[src/rtl/rctl_pkg.sv]
package rctl_pkg;

  typedef enum logic [2:0] {
    RS_IDLE     = 3'd0,
    RS_CAL_MAN  = 3'd1,
    RS_CAL_PRE  = 3'd2,
    RS_SETTLE   = 3'd3,
    RS_SYN_ON   = 3'd4,
    RS_TX       = 3'd5,
    RS_EXIT     = 3'd6,
    RS_CAL_POST = 3'd7
  } rstate_e;

  typedef enum logic [1:0] {
    CP_NEVER = 2'd0,
    CP_START = 2'd1,
    CP_END   = 2'd2,
    CP_END4  = 2'd3
  } cpol_e;

  typedef enum logic [1:0] {
    AP_IDLE  = 2'd0,
    AP_SYNON = 2'd1,
    AP_TX    = 2'd2,
    AP_RSVD  = 2'd3
  } apkt_e;

  typedef enum logic [2:0] {
    CMD_NONE = 3'd0,
    CMD_IDLE = 3'd1,
    CMD_CAL  = 3'd2,
    CMD_TX   = 3'd3,
    CMD_SYN  = 3'd4
  } cmd_e;

  // synthesizer is powered everywhere except idle and the short exit
  function automatic logic synth_active(rstate_e s);
    return !(s == RS_IDLE || s == RS_EXIT);
  endfunction

  function automatic logic cal_active(rstate_e s);
    return (s == RS_CAL_MAN) || (s == RS_CAL_PRE) || (s == RS_CAL_POST);
  endfunction

  // states whose duration is set by the shared down-counter
  function automatic logic timed_state(rstate_e s);
    return (s == RS_CAL_MAN) || (s == RS_CAL_PRE) || (s == RS_SETTLE) ||
           (s == RS_EXIT) || (s == RS_CAL_POST);
  endfunction

endpackage

[src/rtl/rctl_strobe_arb.sv]
module rctl_strobe_arb
  import rctl_pkg::*;
(
  input  logic stb_idle,
  input  logic stb_cal,
  input  logic stb_tx,
  input  logic stb_synon,
  output cmd_e cmd
);

  // fixed priority: idle, calibrate, transmit, synthesizer-on
  always_comb begin
    if (stb_idle)       cmd = CMD_IDLE;
    else if (stb_cal)   cmd = CMD_CAL;
    else if (stb_tx)    cmd = CMD_TX;
    else if (stb_synon) cmd = CMD_SYN;
    else                cmd = CMD_NONE;
  end

endmodule

[src/rtl/rctl_timer.sv]
module rctl_timer #(
  parameter int W = 15
) (
  input  logic         clk,
  input  logic         rst_n,
  input  logic         load,
  input  logic [W-1:0] load_val,
  output logic         expire
);

  logic [W-1:0] cnt_q;

  always_ff @(posedge clk or negedge rst_n) begin
    if (!rst_n)            cnt_q <= '0;
    else if (load)         cnt_q <= load_val;
    else if (cnt_q != '0)  cnt_q <= cnt_q - 1'b1;
  end

  assign expire = (cnt_q == '0);

endmodule

[src/rtl/rctl_cal_sched.sv]
module rctl_cal_sched
  import rctl_pkg::*;
#(
  parameter int CNT_W = 2
) (
  input  logic  clk,
  input  logic  rst_n,
  input  cpol_e policy,
  input  logic  exit_evt,
  input  logic  clr,
  output logic  cal_at_start,
  output logic  cal_at_exit
);

  localparam logic [CNT_W-1:0] LAST = {CNT_W{1'b1}};

  logic [CNT_W-1:0] cnt_q;

  // an exit calibrates when the policy says so; the periodic policy
  // only when this exit wraps the counter back to zero
  function automatic logic exit_cal_due(cpol_e p, logic [CNT_W-1:0] c);
    return (p == CP_END) || ((p == CP_END4) && (c == LAST));
  endfunction

  always_ff @(posedge clk or negedge rst_n) begin
    if (!rst_n)        cnt_q <= '0;
    else if (clr)      cnt_q <= '0;
    else if (exit_evt) cnt_q <= cnt_q + 1'b1;
  end

  assign cal_at_start = (policy == CP_START);
  assign cal_at_exit  = exit_cal_due(policy, cnt_q);

  // periodic calibration must leave the counter at zero
  p_wrap_zero_r8: assert property (@(posedge clk) disable iff (!rst_n)
    (exit_evt && !clr && policy == CP_END4 && cal_at_exit) |=> (cnt_q == '0));

  // a manual calibration restarts the count
  p_clear_r3: assert property (@(posedge clk) disable iff (!rst_n)
    clr |=> (cnt_q == '0));

endmodule

[src/rtl/rctl_tx_ctrl.sv]
module rctl_tx_ctrl
  import rctl_pkg::*;
#(
  parameter int CAL_CYCLES    = 18739,
  parameter int SETTLE_CYCLES = 2298,
  parameter int EXIT_CYCLES   = 2,
  parameter int TMR_W         = 15,
  parameter int EXIT_CNT_W    = 2
) (
  input  logic       clk,
  input  logic       rst_n,
  input  logic       stb_tx,
  input  logic       stb_idle,
  input  logic       stb_cal,
  input  logic       stb_synon,
  input  logic [1:0] cal_policy,
  input  logic [1:0] after_pkt,
  input  logic       pkt_done,
  output logic [2:0] state,
  output logic       synth_en,
  output logic       cal_busy,
  output logic       tx_en
);

  // a state of N cycles loads N-1 and leaves when the counter shows zero
  localparam logic [TMR_W-1:0] LD_CAL    = TMR_W'(CAL_CYCLES - 1);
  localparam logic [TMR_W-1:0] LD_SETTLE = TMR_W'(SETTLE_CYCLES - 1);
  localparam logic [TMR_W-1:0] LD_EXIT   = TMR_W'(EXIT_CYCLES - 1);

  rstate_e          st_q, st_d;
  rstate_e          tgt_q, tgt_d;
  cmd_e             cmd;
  logic             expire;
  logic             tmr_load;
  logic [TMR_W-1:0] tmr_val;
  logic             exit_evt;
  logic             man_cal;
  logic             cal_at_start;
  logic             cal_at_exit;
  cpol_e            policy;
  apkt_e            dest;

  assign policy = cpol_e'(cal_policy);
  assign dest   = apkt_e'(after_pkt);

  rctl_strobe_arb u_arb (
    .stb_idle  (stb_idle),
    .stb_cal   (stb_cal),
    .stb_tx    (stb_tx),
    .stb_synon (stb_synon),
    .cmd       (cmd)
  );

  rctl_timer #(.W(TMR_W)) u_tmr (
    .clk      (clk),
    .rst_n    (rst_n),
    .load     (tmr_load),
    .load_val (tmr_val),
    .expire   (expire)
  );

  rctl_cal_sched #(.CNT_W(EXIT_CNT_W)) u_sched (
    .clk          (clk),
    .rst_n        (rst_n),
    .policy       (policy),
    .exit_evt     (exit_evt),
    .clr          (man_cal),
    .cal_at_start (cal_at_start),
    .cal_at_exit  (cal_at_exit)
  );

  always_comb begin
    st_d     = st_q;
    tgt_d    = tgt_q;
    tmr_load = 1'b0;
    tmr_val  = '0;
    exit_evt = 1'b0;
    man_cal  = 1'b0;
    if (cmd == CMD_IDLE) begin
      st_d     = RS_IDLE;
      tmr_load = 1'b1;
    end else begin
      unique case (st_q)
        RS_IDLE: begin
          if (cmd == CMD_CAL) begin
            st_d     = RS_CAL_MAN;
            tmr_load = 1'b1;
            tmr_val  = LD_CAL;
            man_cal  = 1'b1;
          end else if (cmd == CMD_TX || cmd == CMD_SYN) begin
            tgt_d    = (cmd == CMD_TX) ? RS_TX : RS_SYN_ON;
            tmr_load = 1'b1;
            if (cal_at_start) begin
              st_d    = RS_CAL_PRE;
              tmr_val = LD_CAL;
            end else begin
              st_d    = RS_SETTLE;
              tmr_val = LD_SETTLE;
            end
          end
        end
        RS_CAL_PRE: begin
          if (expire) begin
            st_d     = RS_SETTLE;
            tmr_load = 1'b1;
            tmr_val  = LD_SETTLE;
          end
        end
        RS_SETTLE: begin
          if (expire) st_d = tgt_q;
        end
        RS_SYN_ON: begin
          if (cmd == CMD_TX) st_d = RS_TX;
        end
        RS_TX: begin
          if (pkt_done) begin
            unique case (dest)
              AP_SYNON: st_d = RS_SYN_ON;
              AP_TX:    st_d = RS_TX;
              default: begin
                exit_evt = 1'b1;
                tmr_load = 1'b1;
                if (cal_at_exit) begin
                  st_d    = RS_CAL_POST;
                  tmr_val = LD_CAL;
                end else begin
                  st_d    = RS_EXIT;
                  tmr_val = LD_EXIT;
                end
              end
            endcase
          end
        end
        RS_CAL_MAN, RS_EXIT, RS_CAL_POST: begin
          if (expire) st_d = RS_IDLE;
        end
        default: st_d = RS_IDLE;
      endcase
    end
  end

  always_ff @(posedge clk or negedge rst_n) begin
    if (!rst_n) begin
      st_q  <= RS_IDLE;
      tgt_q <= RS_TX;
    end else begin
      st_q  <= st_d;
      tgt_q <= tgt_d;
    end
  end

  assign state    = st_q;
  assign synth_en = synth_active(st_q);
  assign cal_busy = cal_active(st_q);
  assign tx_en    = (st_q == RS_TX);

  // idle strobe overrides every state
  p_idle_wins_r9: assert property (@(posedge clk) disable iff (!rst_n)
    stb_idle |=> (st_q == RS_IDLE));

  // transmission is held until the packet engine finishes
  p_tx_hold_r5: assert property (@(posedge clk) disable iff (!rst_n)
    (st_q == RS_TX && !pkt_done && !stb_idle) |=> (st_q == RS_TX));

  // a timed state is not left before its counter runs out
  p_timed_stable_r4: assert property (@(posedge clk) disable iff (!rst_n)
    (timed_state(st_q) && !expire && !stb_idle) |=> $stable(st_q));

  // packet-done outside transmission does not disturb idle
  p_done_ignored_r5: assert property (@(posedge clk) disable iff (!rst_n)
    (st_q == RS_IDLE && pkt_done && !stb_cal && !stb_tx && !stb_synon)
      |=> (st_q == RS_IDLE));

  // an exit event always leaves transmission for an exit state
  p_exit_path_r7: assert property (@(posedge clk) disable iff (!rst_n)
    exit_evt |=> (st_q == RS_EXIT || st_q == RS_CAL_POST));

  // calibration only ever runs with the synthesizer enabled
  p_cal_synth_r2: assert property (@(posedge clk) disable iff (!rst_n)
    cal_busy |-> synth_en);

endmodule

[config.mk]
export PLATFORM = sky130hd
export DESIGN_NAME = rctl_tx_ctrl
export DESIGN_NICKNAME = d
export VERILOG_FILES = /design/src/rtl/rctl_pkg.sv /design/src/rtl/rctl_strobe_arb.sv /design/src/rtl/rctl_timer.sv /design/src/rtl/rctl_cal_sched.sv /design/src/rtl/rctl_tx_ctrl.sv
export SDC_FILE = /design/constraint.sdc
export NUM_CORES = 1
export LEC_CHECK = 0
export CORE_UTILIZATION = 30
export CTS_BUF_LIST = sky130_fd_sc_hd__clkbuf_8
export DETAILED_ROUTE_END_ITERATION = 10
export GPL_ROUTABILITY_DRIVEN = 0
export SLEW_MARGIN = 5
export SYNTH_ARGS = -nofsm -noshare
export SYNTH_HDL_FRONTEND = slang
export SYNTH_HIERARCHICAL = 1
export SYNTH_SLANG_ARGS = --single-unit
[constraint.sdc]
create_clock -name clk -period 4.2 [get_ports clk]
set_input_delay 0.42 -clock clk [delete_from_list [all_inputs] [get_ports clk]]
set_output_delay 0.42 -clock clk [all_outputs]
set_load 0.02 [all_outputs]
==> results.txt <==
Register area share after synthesis -> 35.17%
Slowest cell on the critical path -> or4b_1
Grt total ovfl -> 0
Resize count post-CTS -> 0
Die Width -> 72.66 um
Lkg Pwr -> 0.0007453 uW
Post-DRT Antenna Nets -> 0
Top-Level Pins -> 17
Status -> completed
Post-synth top area cell -> dfrtp_1
Setup Skew -> 0.003103 ns
Commonest cells post-synth -> dfrtp_1 (20), nor2_1 (12), nand2_1 (11)
Clock tree sinks -> 21
DR vias -> 1251
CP Max Fanout -> 14
DRT Pass-1 Iters -> 4
Primary FF master, synth -> dfrtp_1
Top-count cell post-synth -> dfrtp_1
Total track usage -> 12.92%
H-tree levels -> 1
Netlist cell types -> 52
# diodes -> 0
Fin nets -> 197
Vias in the first global route -> 1220
# fillers -> 506
Endpoints failing setup -> 0
R2R Setup Slk -> 1.11 ns
Clock Path Buffers -> 2
Worst r2r src -> u_tmr/cnt_q[0]
HPWL after DPL -> 2253 um
Post-Route Utilization -> 37.21%
CP Launch Type -> flip-flop
Hold_ws -> 0.5337 ns
Fin crit share -> 73.65%
Slowest stage delay, CP -> 0.55 ns
Max_cap viols -> 0
Total Die Area -> 5279 um^2
Critical path class -> flip-flop to flip-flop
Post-Route WL -> 3039 um
CTS Buf Count -> 3
First-pass GRT wire length -> 5347 um
Crit. path cell count -> 11
Top post-synthesis cells by area -> dfrtp_1 (33%), a22o_1 (4.7%), xor2_1 (4.7%)
Share of post-route cells with drive strength above 1 -> 10.44%
Final-report hold violation count -> 0
Required time worst endpoint -> 4.36 ns
Worst Max-Slew Pin Slew -> 0.9412 ns
Root buffer cell -> clkbuf_8
Rel. slew slack -> 37.06%
Synth Warn # -> 6
Starting Density -> 31.50%
HP Class -> flip-flop to flip-flop
Synth top area share -> 33.42%
Final Power -> 1039 uW
Cells after Synth -> 165
Die H -> 72.66 um
Area Growth Syn to Fin -> 18.13%
Worst-Skew Late Latency -> 0.26 ns
Critical Path Start -> u_tmr/cnt_q[0]
Fin Setup TNS -> 0 ns
Post-CTS Setup Inserts -> 0
EDFF count, synth -> 0
Antenna violations before repair -> 0
Row count -> 25
CTS tree -> built
Yosys reg bits -> 21
Share of flip-flops with an asynchronous set or reset -> 100.0%
Pin count of the biggest net entering global routing -> 22
Max Slew Vio Count -> 0
CP cell instances -> inv_1, ha_1, or4b_1, nor4b_4, buf_4, nand2b_1, o311ai_0, nand3_1, buf_4, nor2_1, a221oi_1
Crit path to -> u_tmr/cnt_q[1]
Peak VDD IR -> 0.0002506 V
Port-buffer cells -> 16
R2R cell count -> 11
Mapped cell area -> 1498 um^2
Pwr/cell area -> 587.4 nW/um^2
Syn Area/Cell -> 9.077 um^2
Critical Path Most Common Cell -> buf_4
WL/cell -> 12.20 um
Crit end category -> flip-flop
CORE AREA -> 4755 um^2
1st-iter DRT viols -> 67
Final min period -> 3.093 ns
Achievable Freq -> 323.3 MHz
Buffers & Inverters on Critical Path -> 3
DR DRC count -> 0
CTS clk-pin slew, worst paths -> 0.08 ns
Mean number of vias per cell -> 5.024
Worst reg2reg path endpoint -> u_tmr/cnt_q[1]
CP top delay family -> simple AND/OR/NAND/NOR gates
Worst Path Arrival -> 3.25 ns
RSZ-0062 raised after global routing -> no
Post-cts hold buffer count -> 0
-- flip-flops by register name, indices dropped and copies added (netlist names) --
signal         cells
u_tmr/cnt_q       15
state              3
u_sched/cnt_q      2
tgt_q              1
-- through the flow --
stage | area (um^2) | cells | setup WS [ns]
floorplan | 1513 | 169 | 1.258
global placement | 1723 | 245 | 1.120
detailed placement | 1723 | 245 | 1.054
CTS | 1769 | 249 | 1.089
global route | 1769 | 249 | 0.8084
finish | 1769 | 249 | 1.107
-- cell usage in the layout (no fill, tap or decap), types with 3 or more instances in the layout --
cell,instances
a22o_1,8
inv_1,7
ha_1,3
nor2b_1,4
xnor2_1,5
a21oi_1,7
clkdlybuf4s50_1,16
nand3_1,5
nand2_1,11
o21ai_0,8
nor3_1,7
xor2_1,8
nor2_1,12
or3_1,4
o31ai_1,6
clkbuf_8,3
dfrtp_1,20
conb_1,5
or4_1,4
-- worst min-delay path, delay by kind of cell (launching register included) --
family        cells  cell delay [ns]
mux               1             0.07
simple gates      1             0.08
flops             1             0.35
-- final cells by class --
type	instances	area, um^2	area share [%]
clock inverters	1	5.005	0.2829
well taps	67	83.83	4.738
multi-input cells	132	910.9	51.49
clock buffers	3	41.29	2.334
flip-flops and latches	21	526.8	29.77
repair buffers	18	175.2	9.901
inverters	7	26.28	1.485
-- logic make-up after synthesis --
| logic type | Yosys count | share of synthesized area [%] |
|---|---|---|
| XOR/XNOR | 13 | 7.602 |
| other | 1 | 0.2504 |
| AO/OA/AOI/OAI | 43 | 20.64 |
| flip-flops | 21 | 35.17 |
| buffers and inverters | 16 | 5.012 |
| multiplexers | 4 | 2.924 |
| adder cells (fa/ha/maj) | 3 | 2.507 |
| AND/OR/NAND/NOR | 64 | 25.90 |
-- worst min-delay path by stage --
stage                                start          endpoint  slack [ns]  cells past startpoint
after floorplan                      rst_n          state[0]        0.12                      0
after global placement    u_sched/cnt_q[1]  u_sched/cnt_q[1]        0.51                      2
after detailed placement  u_sched/cnt_q[1]  u_sched/cnt_q[1]        0.52                      2
after CTS                         tgt_q[0]          tgt_q[0]        0.53                      2
after global routing              tgt_q[0]          tgt_q[0]        0.55                      2
final                     u_sched/cnt_q[1]  u_sched/cnt_q[1]        0.53                      2
-- routing by layer --
| layer | part of all wire (%) | wire [um] | up-vias | track usage, % |
|---|---|---|---|---|
| met1 | 51 | 1541 | 590 | 16.90 |
| met3 | 3.7 | 111 | 2 | 2.901 |
| met2 | 45 | 1374 | 29 | 21.91 |
| met5 | 0 | 0 | - | 0 |
| li1 | - | - | 630 | - |
| met4 | 0.36 | 11 | 0 | 2.614 |
-- power by group --
group	leakage, uW	internal (uW)	switching [uW]
Sequential	0.000270	274	88.1
Combinational	0.000449	258	287
Clock	0.0000255	66.0	66.1
Total	0.000745	598	441
Note: power is estimated with default switching activity, not from simulation.
